`src/rtl/spi_dbuf_pkg.sv`:
```
package spi_dbuf_pkg;
  localparam int HALF_W = 7;

  typedef enum logic [1:0] {
    REG_DATA = 2'd0,
    REG_CTRL = 2'd1,
    REG_STAT = 2'd2
  } reg_sel_e;

  typedef struct packed {
    logic       spare;
    logic [2:0] rate;
    logic       lsb_first;
    logic       cpha;
    logic       cpol;
    logic       master;
  } ctrl_t;

  // system clocks per serial-clock half period
  function automatic logic [HALF_W-1:0] half_period(input logic [2:0] rate);
    logic [HALF_W-1:0] b;
    case (rate[1:0])
      2'd0:    b = 7'd1;
      2'd1:    b = 7'd2;
      2'd2:    b = 7'd8;
      default: b = 7'd16;
    endcase
    return rate[2] ? (b << 2) : b;
  endfunction
endpackage

```
`src/rtl/spi_clk_div.sv`:
```
module spi_clk_div #(
  parameter int CW = 7
) (
  input  logic          clk,
  input  logic          rst_n,
  input  logic          run,
  input  logic [CW-1:0] half,
  output logic          tick
);
  logic [CW-1:0] cnt;

  assign tick = run && (cnt == half - 1'b1);

  always_ff @(posedge clk or negedge rst_n) begin
    if (!rst_n)           cnt <= '0;
    else if (!run || tick) cnt <= '0;
    else                   cnt <= cnt + 1'b1;
  end

  a_r7_tick_gap: assert property (@(posedge clk) disable iff (!rst_n)
    (tick && half != 1 && $stable(half)) |=> !tick);
endmodule

```
`src/rtl/spi_shift_eng.sv`:
```
module spi_shift_eng #(
  parameter int DW = 8
) (
  input  logic          clk,
  input  logic          rst_n,
  input  logic          master,
  input  logic          cpol,
  input  logic          cpha,
  input  logic          lsbf,
  input  logic          load,
  input  logic [DW-1:0] load_val,
  input  logic          m_tick,
  input  logic          s_edge,
  input  logic          s_clear,
  input  logic          sdi,
  output logic          sdo,
  output logic          sck_lvl,
  output logic          running,
  output logic          xfer_end,
  output logic [DW-1:0] rx_byte
);
  localparam int IW = $clog2(2 * DW);
  localparam logic [IW-1:0] LAST = IW'(2 * DW - 1);

  logic [DW-1:0] shreg;
  logic [IW-1:0] idx;
  logic          tog, in_bit;
  logic          step, sample_now, shift_now, new_bit;

  function automatic logic [DW-1:0] shift_in(input logic [DW-1:0] v,
                                             input logic b, input logic lf);
    return lf ? {b, v[DW-1:1]} : {v[DW-2:0], b};
  endfunction

  assign step       = master ? m_tick : s_edge;
  assign sample_now = (idx[0] == cpha);
  assign shift_now  = (!sample_now && !(cpha && idx == '0)) || (idx == LAST);
  assign new_bit    = sample_now ? sdi : in_bit;
  assign xfer_end   = step && (idx == LAST);
  assign rx_byte    = shift_in(shreg, new_bit, lsbf);
  assign sdo        = lsbf ? shreg[0] : shreg[DW-1];
  assign sck_lvl    = cpol ^ tog;

  always_ff @(posedge clk or negedge rst_n) begin
    if (!rst_n) begin
      shreg <= '0; idx <= '0; tog <= 1'b0; in_bit <= 1'b0; running <= 1'b0;
    end else begin
      if (load) shreg <= load_val;
      if (load && master) running <= 1'b1;
      if (step) begin
        idx <= (idx == LAST) ? '0 : idx + 1'b1;
        tog <= ~tog;
        if (sample_now) in_bit <= sdi;
        if (shift_now)  shreg  <= shift_in(shreg, new_bit, lsbf);
        if (xfer_end)   running <= 1'b0;
      end
      if (!master && s_clear) begin
        idx <= '0; tog <= 1'b0;
      end
    end
  end

  a_r10_idx_cleared: assert property (@(posedge clk) disable iff (!rst_n)
    (!master && s_clear) |=> (idx == '0));
  a_r1_idle_quiet: assert property (@(posedge clk) disable iff (!rst_n)
    (master && !running) |-> !step);
  a_r8_clock_home: assert property (@(posedge clk) disable iff (!rst_n)
    (master && xfer_end && !load) |=> (sck_lvl == cpol));
endmodule

```
`src/rtl/spi_dbuf_core.sv`:
```
module spi_dbuf_core
  import spi_dbuf_pkg::*;
#(
  parameter int DW = 8
) (
  input  logic          clk,
  input  logic          rst_n,
  input  logic          bus_sel,
  input  logic          bus_wr,
  input  logic          bus_rd,
  input  logic [1:0]    bus_addr,
  input  logic [DW-1:0] bus_wdata,
  output logic [DW-1:0] bus_rdata,
  output logic          sck_o,
  input  logic          sck_i,
  output logic          mosi_o,
  input  logic          mosi_i,
  output logic          miso_o,
  output logic          miso_oe,
  input  logic          miso_i,
  input  logic          ss_n_i
);
  localparam int CTW = $bits(ctrl_t);

  ctrl_t         ctrl;
  logic [DW-1:0] rxbuf, rx_byte;
  logic          done, ovr, coll, armed;
  logic [1:0]    sck_sy, mosi_sy, ss_sy;
  logic          sck_q;
  logic          data_wr, data_rd, ctrl_wr, stat_rd, data_acc;
  logic          busy, load, coll_set, clr;
  logic          m_tick, s_edge, sdo, sck_lvl, running, xfer_end;
  logic          ss_s, sck_s, mosi_s;

  assign data_wr  = bus_sel && bus_wr && (bus_addr == REG_DATA);
  assign data_rd  = bus_sel && bus_rd && (bus_addr == REG_DATA);
  assign ctrl_wr  = bus_sel && bus_wr && (bus_addr == REG_CTRL);
  assign stat_rd  = bus_sel && bus_rd && (bus_addr == REG_STAT);
  assign data_acc = data_wr || data_rd;

  assign ss_s   = ss_sy[1];
  assign sck_s  = sck_sy[1];
  assign mosi_s = mosi_sy[1];

  assign busy     = ctrl.master ? running : !ss_s;
  assign load     = data_wr && !busy;
  assign coll_set = data_wr && busy;
  assign clr      = armed && data_acc;
  assign s_edge   = !ctrl.master && !ss_s && (sck_s ^ sck_q);

  always_ff @(posedge clk or negedge rst_n) begin
    if (!rst_n) begin
      sck_sy <= '0; mosi_sy <= '0; ss_sy <= '1; sck_q <= 1'b0;
    end else begin
      sck_sy  <= {sck_sy[0], sck_i};
      mosi_sy <= {mosi_sy[0], mosi_i};
      ss_sy   <= {ss_sy[0], ss_n_i};
      sck_q   <= sck_s;
    end
  end

  spi_clk_div #(.CW(HALF_W)) u_div (
    .clk(clk), .rst_n(rst_n), .run(running && ctrl.master),
    .half(half_period(ctrl.rate)), .tick(m_tick)
  );

  spi_shift_eng #(.DW(DW)) u_eng (
    .clk(clk), .rst_n(rst_n), .master(ctrl.master), .cpol(ctrl.cpol),
    .cpha(ctrl.cpha), .lsbf(ctrl.lsb_first), .load(load), .load_val(bus_wdata),
    .m_tick(m_tick), .s_edge(s_edge), .s_clear(ss_s),
    .sdi(ctrl.master ? miso_i : mosi_s), .sdo(sdo), .sck_lvl(sck_lvl),
    .running(running), .xfer_end(xfer_end), .rx_byte(rx_byte)
  );

  always_ff @(posedge clk or negedge rst_n) begin
    if (!rst_n) begin
      ctrl <= '0; done <= 1'b0; ovr <= 1'b0; coll <= 1'b0; armed <= 1'b0;
    end else begin
      if (ctrl_wr) ctrl <= ctrl_t'(bus_wdata[CTW-1:0]);
      if (stat_rd && (done || ovr || coll)) armed <= 1'b1;
      else if (clr)                         armed <= 1'b0;
      if (xfer_end)  done <= 1'b1;
      else if (clr)  done <= 1'b0;
      if (xfer_end && done) ovr <= 1'b1;
      else if (clr)         ovr <= 1'b0;
      if (coll_set)  coll <= 1'b1;
      else if (clr)  coll <= 1'b0;
    end
  end

  // read buffer has no reset value
  always_ff @(posedge clk) begin
    if (xfer_end && !done) rxbuf <= rx_byte;
  end

  always_comb begin
    case (bus_addr)
      REG_DATA: bus_rdata = rxbuf;
      REG_CTRL: bus_rdata = DW'(ctrl);
      REG_STAT: bus_rdata = {done, coll, ovr, {(DW-3){1'b0}}};
      default:  bus_rdata = '0;
    endcase
  end

  assign sck_o   = ctrl.master ? sck_lvl : ctrl.cpol;
  assign mosi_o  = ctrl.master ? sdo : 1'b0;
  assign miso_o  = sdo;
  assign miso_oe = !ctrl.master && !ss_n_i;

  a_r2_done_after_end: assert property (@(posedge clk) disable iff (!rst_n)
    xfer_end |=> done);
  a_r4_overrun_keeps: assert property (@(posedge clk) disable iff (!rst_n)
    (xfer_end && done) |=> (ovr && rxbuf == $past(rxbuf)));
  a_r5_clear_seq: assert property (@(posedge clk) disable iff (!rst_n)
    (clr && !xfer_end && !coll_set) |=> (!done && !ovr && !coll));
  a_r9_coll_flag: assert property (@(posedge clk) disable iff (!rst_n)
    coll_set |=> coll);
  a_r10_oe_off: assert property (@(posedge clk) disable iff (!rst_n)
    (ss_n_i || ctrl.master) |-> !miso_oe);
endmodule

```
`config.mk`:
```
export PLATFORM = sky130hd
export DESIGN_NAME = spi_dbuf_core
export DESIGN_NICKNAME = d
export VERILOG_FILES = /design/src/rtl/spi_dbuf_pkg.sv /design/src/rtl/spi_clk_div.sv /design/src/rtl/spi_shift_eng.sv /design/src/rtl/spi_dbuf_core.sv
export SDC_FILE = /design/constraint.sdc
export NUM_CORES = 1
export LEC_CHECK = 0
export CORE_MARGIN = 8
export CORE_UTILIZATION = 50
export DETAILED_ROUTE_END_ITERATION = 7
export HOLD_SLACK_MARGIN = 0.12
export MAX_ROUTING_LAYER = met4
export PLACE_DENSITY = 0.76
export SYNTH_ARGS = -nofsm -noshare
export SYNTH_HDL_FRONTEND = slang
export SYNTH_SLANG_ARGS = --single-unit
```
`constraint.sdc`:
```
create_clock -name clk -period 2.42 [get_ports clk]
set_input_delay 0.242 -clock clk [delete_from_list [all_inputs] [get_ports clk]]
set_output_delay 0.242 -clock clk [all_outputs]
set_load 0.05 [all_outputs]
```
; ---- After elaboration in Yosys (flattened, before gate mapping)
; Cells that the tools add are included.
[op_classes]
n_addsub = 3
n_eq_ne = 7
mux = 28
n_bitwise = 3
n_reduce_logical = 43
[ops]
columns = cell, n
row1 = 2-to-1 mux 8 bit, 4
row2 = one-hot mux 8 bit (3 select lines), 1
row3 = logical AND 1 bit, 22
row4 = 2-to-1 mux 1 bit, 17
row5 = one-hot mux 5 bit (3 select lines), 1
row6 = 2-to-1 mux 7 bit, 2
row7 = 2-to-1 mux 4 bit, 3
row8 = nonzero test 2 bit, 5
row9 = zero test 1 bit, 8
row10 = "adder 7 x 1 -> 7 bit, second input constant", 1
row11 = == test 7 bit, 1
row12 = "subtractor 7 x 1 -> 7 bit, second input constant", 1
row13 = logical OR 1 bit, 5
row14 = "adder 4 x 1 -> 4 bit, second input constant", 1
row15 = "== test 2 x 1 -> 1 bit, second input constant", 2
row16 = "== test 2 bit, second input constant", 2
row17 = "== test 4 bit, second input constant", 1
row18 = zero test 2 bit, 2
row19 = zero test 4 bit, 1
row20 = bitwise XOR 1 bit, 2
row21 = == test 1 bit, 1
row22 = inverter 1 bit, 1
[word_totals]
regBits = 49
input_bits = 19
output_inout_bits = 12
wordCells = 105

; ---- Depth between registers and ports, before layout
; Gate-level depths: netlist of run 1.
[logic_depth]
word_depth = 10
depth_mapped = 8

; ---- By module
; A second synthesis of run 1 with hierarchy kept.
[unflattened]
cells_unflattened = 227
area_unflattened_um2 = 2717.6
[modules_own_cells]
columns = module, instances, cells_per_inst, area_per_inst_um2, seq_area_each_um2
row1 = spi_dbuf_core, 1, 93, 1207.4, 718.2
row2 = spi_shift_eng, 1, 79, 948.4, 375.4
row3 = spi_clk_div, 1, 55, 561.8, 175.2

; ---- Least setup slack after synthesis of run 1
; Ideal clock, no wire load.
[synth_timing]
path_kind = register -> register
from = register ctrl[6] (netlist bit)
to = register rxbuf[0], enable pin
setup_ns = 0.373
arrival_ns = 2.172
t_required_ns = 2.047
path_slack_ns = -0.125
stages_incl_launch_ff = 8
synth_period_minus_slack_ns = 2.545
cell_sequence = dfrtp_1 buf_6 or4_1 nor2_1 a21oi_1 o31ai_4 and2_1 nor2b_1
[synth_between]
elab_chain_cells = 7
[synth_rtl]
columns = item, line
row1 = start: declaration, spi_dbuf_core.sv:25  ; ctrl_t ctrl;
row2 = start signal: assignment, spi_dbuf_core.sv:79  ; if (ctrl_wr) ctrl <= ctrl_t'(bus_wdata[CTW-1:0]);
row3 = 2-to-1 mux 7 bit, spi_dbuf_pkg.sv:28  ; return rate[2] ? (b << 2) : b;
row4 = subtractor 7 x 1 -> 7 bit, spi_clk_div.sv:12  ; assign tick = run && (cnt == half - 1'b1);
row5 = == test 7 bit, spi_clk_div.sv:12
row6 = logical AND 1 bit, spi_clk_div.sv:12
row7 = 2-to-1 mux 1 bit, spi_shift_eng.sv:35  ; assign step = master ? m_tick : s_edge;
row8 = logical AND 1 bit, spi_shift_eng.sv:39  ; assign xfer_end = step && (idx == LAST);
row9 = logical AND 1 bit, spi_dbuf_core.sv:93  ; if (xfer_end && !done) rxbuf <= rx_byte;
row10 = end signal: assignment, spi_dbuf_core.sv:93
row11 = end: declaration, spi_dbuf_core.sv:26  ; logic [DW-1:0] rxbuf, rx_byte;
; No other way between the ends.
; A chain may end at the register's enable or synchronous reset.

; ---- Final worst setup path of run 1
[layout_timing]
from = register u_div.cnt[2]
to = register u_eng.in_bit
[layout_between]
elab_chain_cells = 3
[layout_rtl]
columns = item, line
row1 = start: declaration, spi_clk_div.sv:10  ; logic [CW-1:0] cnt;
row2 = start signal: assignment, spi_clk_div.sv:17  ; else cnt <= cnt + 1'b1;
row3 = == test 7 bit, spi_clk_div.sv:12
row4 = logical AND 1 bit, spi_clk_div.sv:12
row5 = 2-to-1 mux 1 bit, spi_shift_eng.sv:35
row6 = end signal: assignment, spi_shift_eng.sv:53  ; if (sample_now) in_bit <= sdi;
row7 = end: declaration, spi_shift_eng.sv:27  ; logic tog, in_bit;
; No other way between the ends.

==> flow_summary_export.csv, run 1 <==
group,metric,value,unit
clocking,cts.sinks,49,
route,maxUsedRoutingLayer,"met4",
clocking,cts_buffers,5,
layout,antennaDiodeCount,0,
critical_path,worstPathMaxFanout,25,
die,die_area,7466,um2
critical_path,start_kind,"flip-flop",
global_routing,grt_pass1_wl,8921,um
timing,period_share,91.10,%
synth,yosysUniqueCellTypes,42,
pwr,peakVddDrop,643.5,uV
pwr,power_density,890.0,nW/um2
route,wl_per_cell,15.89,um
global_routing,grt_pass1_vias,1770,
placement,portBuffers,30,
die,start_util,52.13,%
synth,syn-cell-area,2479,um2
timing,drv_slew,0,
critical_path,worst_ep_required_time,2.61,ns
timing,clock_skew,0.006875,ns
run,cap_violations,0,
synth,syn_inst,220,
placement,hpwlAfterDp,3820,um
synth,synth_area_leaders,"dfrtp_1 (39%), edfxtp_1 (9.7%), mux2_2 (8.6%)",
timing,tightest_slew,0.9098,ns
route,met3WireLength,236,um
timing,rsz0062_at_grt,"false",
timing,slew_headroom,39.35,%
timing,layout_min_cycle_time,2.205,ns
outcome,status,"finished clean",
route,drt-initial-drc-count,94,
die,die_h,86.41,um
timing,setup_viol,0,
global_routing,grt_max_degree,42,
placement,gp_congestion,0.8351,
global_routing,antenna_found_initial,0,
worst_hold_path,min_path_type,"reg2reg",
synth,ys_warn_count,0,
clocking,clk_pin_slew,0.09,ns
critical_path,end_kind,"flip-flop",
layout,layout-drive-gt1-share,20.46,%
die,die_w,86.41,um
route,firstDrtPassIters,4,
die,core_area,4755,um2
route,routed_wirelength,5180,um
route,avgViaCountPerCell,5.414,
timing,fin_tns_setup,0,ns
clocking,postCtsSetupBuffers,0,
global_routing,grt_overflow_total,0,
clocking,cts_root_buf,"clkbuf_8",
route,wl_met1,2458,um
route,vias,1765,
synth,syn_nets,242,
layout,final_nets,280,
clocking,cts_tree,"yes",
layout,final_cell_mix,"dfrtp_1 (39), nor2_1 (23), clkdlybuf4s50_1 (21), mux2_2 (19), mux2i_1 (18)",
synth,synth_area_leader_cell,"dfrtp_1",
timing,max_freq,453.6,MHz
layout,area.growth.synth_to_final,24.58,%
die,fp-row-count,25,
synth,ys_seq_area_share,51.19,%
clocking,clk_latency,0.30,ns
route,antenna_left,0,
pwr,leakage,1.293,nW
critical_path,crit_type,"reg2reg",
route,wl_met2,2435,um
clocking,htree_levels,2,
global_routing,grtUsageTotal,15.53,%
synth,avgSynthCellArea,11.27,um2
layout,fin_util,64.95,%
die,io_pins,31,
clocking,cts_buffer_depth,2,
synth,synth.top_cell.area_share,39.37,%
synth,ys_seq_elements,49,
route,drc_errors,0,
timing,hold_violations,0,
critical_path,critPathArrivalTime,2.39,ns
layout,layout_commonest_cell,"dfrtp_1",
==> synthesized netlist by cell type <==
cell type	number
and2_1	3
nor3b_1	2
nor2b_1	4
a21boi_0	1
o31ai_1	3
o221ai_1	1
inv_1	6
o21ba_2	1
nand4b_1	1
nand2_1	14
a21oi_1	12
dfstp_2	2
o31ai_4	1
nor3_1	1
and3b_1	1
o2111ai_1	1
ha_1	3
o32ai_1	1
a31oi_1	1
o21ai_0	7
xor2_1	5
nand2b_1	3
and3_1	2
edfxtp_1	8
a22o_1	1
mux2i_1	18
mux2_2	19
xnor2_1	6
nand3_1	4
a31o_2	2
nor3_2	1
or4_1	1
a31o_1	6
a21o_1	1
a311oi_1	1
buf_2	1
nor4b_1	2
buf_6	2
dfrtp_1	39
nor2_1	23
o211ai_1	2
clkbuf_1	7
==> worst paths after layout <==
kind                                        start                       end  slack [ns]  cells past startpoint
max                        u_div.cnt[2]$_DFF_PN0_  u_eng.in_bit$_DFFE_PN0N_        0.22                      6
min                          mosi_sy[0]$_DFF_PN0_      mosi_sy[1]$_DFF_PN0_        0.35                      0
max reg2reg                u_div.cnt[2]$_DFF_PN0_  u_eng.in_bit$_DFFE_PN0N_        0.22                      6
min reg2reg                  mosi_sy[0]$_DFF_PN0_      mosi_sy[1]$_DFF_PN0_        0.35                      0
max in group asynchronous                   rst_n    u_div.cnt[0]$_DFF_PN0_        1.24                      2
min in group asynchronous                   rst_n  u_eng.idx[0]$_DFFE_PN0P_        0.62                      2
==> sequential cells by signal (all words and copies together), names as in the netlist <==
| name | cells |
|---|---|
| armed | 1 |
| u_eng.in_bit | 1 |
| u_eng.running | 1 |
| mosi_sy | 2 |
| u_eng.shreg | 8 |
| u_eng.idx | 4 |
| coll | 1 |
| u_eng.tog | 1 |
| rxbuf | 8 |
| ovr | 1 |
| sck_sy | 2 |
| ss_sy | 2 |
| ctrl | 8 |
| sck_q | 1 |
| u_div.cnt | 7 |
| done | 1 |
==> cell type report <==
class / instances / area [um2]
Sequential cell: 49 / 1269
Multi-Input combinational cell: 155 / 1141
Tap cell: 67 / 83.83
Fill cell: 400 / 1667
Timing Repair Buffer: 41 / 460.4
Clock buffer: 6 / 72.57
Clock inverter: 2 / 38.79
Inverter: 6 / 22.52
==> what timing repair did <==
item                                    4_1_cts  5_1_grt
hold buffers                                  1        0
endpoints found under the hold margin        39        0
resized for setup                             0        1
endpoints found under the setup margin        0        8
==> through the flow <==
step                      cell area, um2  total power [mW]  setup slack (ns)  hold slack, ns  cells
after floorplan                     2481             1.851           0.03853        -0.05359    220
after global placement              2962             2.152            0.2026          0.3340    317
after detailed placement            2962             2.175            0.1352          0.3347    317
after CTS                           3083             2.762            0.1171          0.3563    326
after global routing                3088             2.914           0.05014          0.3645    326
final                               3088             2.748            0.2153          0.3546    326
==> worst max-delay path: stages (launching register included) <==
cell	delay (ns)
dfrtp_1	0.46
or4_1	0.49
nor2_1	0.10
a21oi_1	0.09
o31ai_4	0.28
buf_4	0.31
mux2_2	0.37
==> metal layers <==
metal  global-route usage [%]  vias up
met2                    22.78       37
met4                    5.477        0
met5                        -        -
li1                         -      857
met1                    20.57      867
met3                    3.497        4
==> kinds of logic (layout without fill, tap and decap cells) <==
| family | after synthesis | after routing | synth area share [%] |
|---|---|---|---|
| buffers and inverters | 16 | 55 | 3.079 |
| muxes | 37 | 37 | 15.90 |
| and+or+nand+nor | 62 | 62 | 12.37 |
| xor gates and xnor gates | 11 | 11 | 3.887 |
| AOI/OAI and AO/OA | 42 | 42 | 12.07 |
| adders and majority gates | 3 | 3 | 1.515 |
| DFF | 49 | 49 | 51.19 |
==> power breakdown <==
part / switching [mW] / internal, mW / total [mW]
Sequential: 0.144 / 1.02 / 1.16
Combinational: 0.538 / 0.464 / 1.00
Clock: 0.273 / 0.311 / 0.584
Total: 0.956 / 1.79 / 2.75
No activity file was read; power rests on OpenSTA's default activity.
==> inputs of run 2 (changes only) <==
--- a/config.mk
+++ b/config.mk
@@ -6,11 +6,12 @@
 export NUM_CORES = 1
 export LEC_CHECK = 0
 export CORE_MARGIN = 8
-export CORE_UTILIZATION = 50
+export CORE_UTILIZATION = 44
 export DETAILED_ROUTE_END_ITERATION = 7
 export HOLD_SLACK_MARGIN = 0.12
 export MAX_ROUTING_LAYER = met4
-export PLACE_DENSITY = 0.76
+export PLACE_DENSITY = 0.68
+export SLEW_MARGIN = 20
 export SYNTH_ARGS = -nofsm -noshare
 export SYNTH_HDL_FRONTEND = slang
 export SYNTH_SLANG_ARGS = --single-unit
==> run 2 against run 1 <==
- final cell count rose by 1.8%
- register-to-register slack barely moved
- highest routed layer unchanged
- clock skew fell by 0.0018 ns
- first-iteration DRC count rose by 31%
- worst hold slack got worse by 0.0017 ns
==> flow_summary_export.csv, run 2 (same netlist as run 1, synthesis figures left out) <==
group,metric,value,unit
outcome,status,"finished clean",
route,wl_per_cell,16.36,um
critical_path,critPathArrivalTime,2.35,ns
global_routing,antenna_found_initial,0,
critical_path,crit_path_top_delay_cell,"o31ai_1",
global_routing,grt_pass1_wl,9087,um
critical_path,worst_ep_required_time,2.56,ns
route,vias,1775,
route,drc_errors,0,
layout,layout-drive-gt1-share,20.38,%
placement,gp_congestion,0.8771,
layout,reg_top3,"ctrl: 8 flops, rxbuf: 8 flops, u_eng.shreg: 8 flops",
critical_path,cp_common_cell,"nor2_1",
clocking,cts_buffer_depth,2,
timing,tightest_slew,0.9303,ns
die,die_w,91.06,um
placement,hpwlAfterDp,3979,um
timing,max_freq,452.3,MHz
layout,fin_area,3080,um2
global_routing,grtUsageTotal,14.03,%
critical_path,cp.buffers_inverters,0,
die,core_area,5473,um2
placement,portBuffers,30,
critical_path,worstPathMaxFanout,7,
clocking,cts_buffers,5,
clocking,htree_levels,2,
timing,slew_headroom,37.98,%
die,die_h,91.06,um
pwr,peakVddDrop,562.2,uV
global_routing,grt_pass1_vias,1761,
timing,setup_viol,0,
critical_path,start_kind,"flip-flop",
clocking,cts.sinks,49,
clocking,cts_root_buf,"clkbuf_8",
timing,hold_violations,0,
layout,final_nets,281,
timing,fin_tns_setup,0,ns
timing,clock_skew,0.005096,ns
route,routed_wirelength,5433,um
die,io_pins,31,
die,fp-row-count,27,
layout,num-fill-cells,506,
layout,fin_util,56.29,%
layout,layout_commonest_cell,"dfrtp_1",
die,start_util,45.29,%
global_routing,grt_overflow_total,0,
critical_path,crit_chain,"or4_1 -> nor2_1 -> a21oi_1 -> o31ai_1 -> nor2_1",
layout,antennaDiodeCount,0,
clocking,postCtsSetupBuffers,0,
critical_path,crit_type,"reg2reg",
route,drt-initial-drc-count,123,
pwr,leakage,1.289,nW
route,firstDrtPassIters,4,
placement,dp.cells,323,
layout,final_cell_mix,"dfrtp_1 (39), nor2_1 (23), clkdlybuf4s50_1 (21), mux2_2 (19), mux2i_1 (18)",
route,avgViaCountPerCell,5.346,
timing,rsz0062_at_grt,"false",
critical_path,slowest_delay,0.80,ns
run,cap_violations,0,
route,antenna_left,0,
clocking,clk_latency,0.29,ns
critical_path,end_kind,"flip-flop",
clocking,cts_tree,"yes",
layout,area.growth.synth_to_final,24.28,%
clocking,clk_pin_slew,0.08,ns
timing,layout_min_cycle_time,2.211,ns
die,die_area,8291,um2
timing,timing.hold.ws,0.3529,ns
pwr,power_density,864.6,nW/um2
timing,period_share,91.35,%
layout,finalNonFillerCells,332,
worst_hold_path,min_path_type,"reg2reg",
placement,placed_area,2975,um2
global_routing,grt_max_degree,42,
timing,drv_slew,0,
critical_path,path_delay_family,"compound AO/OA/AOI/OAI gates",
run 2: changes by cell type in the layout (fill, tap and decap cells not counted), sizes merged:
cell and change:
clkinv -1, buf +1, bufinv -1, clkbuf +2
run 2: metrics by stage:
step,setup WS (ns),power (mW)
after floorplan,0.03853,1.851
after global placement,0.2128,2.170
after detailed placement,0.1510,2.192
after CTS,0.1213,2.693
after global routing,0.01472,2.832
final,0.2093,2.663
run 2: layer usage:
| layer | global-route usage [%] | up-vias | wire (um) |
|---|---|---|---|
| met1 | 18.42 | 866 | 2694 |
| met3 | 3.292 | 4 | 161 |
| li1 | - | 862 | - |
| met4 | 4.229 | 0 | 57 |
| met5 | - | - | 0 |
| met2 | 20.98 | 43 | 2520 |
run 2: worst paths after layout:
path                                              from                  endpoint  slack, ns  cells after the start
worst max-delay path            u_div.cnt[2]$_DFF_PN0_    u_div.cnt[2]$_DFF_PN0_       0.21                      5
worst min-delay path               sck_sy[0]$_DFF_PN0_       sck_sy[1]$_DFF_PN0_       0.35                      0
worst max register to register  u_div.cnt[2]$_DFF_PN0_    u_div.cnt[2]$_DFF_PN0_       0.21                      5
worst min register to register     sck_sy[0]$_DFF_PN0_       sck_sy[1]$_DFF_PN0_       0.35                      0
max in group asynchronous                        rst_n  u_eng.shreg[3]$_DFF_PN0_       1.21                      2
min in group asynchronous                        rst_n  u_eng.idx[2]$_DFFE_PN0P_       0.62                      2
run 2: worst register-to-register path, stage by stage, from the launching register on:
cell	delay [ns]
dfrtp_1	0.45
or4_1	0.50
nor2_1	0.10
a21oi_1	0.09
o31ai_1	0.80
nor2_1	0.13
run 2: power breakdown:
group	switching (mW)	internal [mW]
registers	0.154	1.02
clock network	0.252	0.234
logic	0.536	0.469
total	0.943	1.72
run 2: area by class of cell:
class	instances	area [um2]	area share, %
multi-input combinational	155	1141	37.04
inverter	6	22.52	0.7311
sequential	49	1269	41.19
timing repair buffer	42	467.9	15.19
clock buffer	8	90.09	2.924
tap	72	90.09	2.924
run 2: what timing repair did:
action                                 CTS  global route
setup endpoints to repair                0             2
hold buffers                             1             0
gates resized for setup                  0             1
endpoints found under the hold margin   20             0
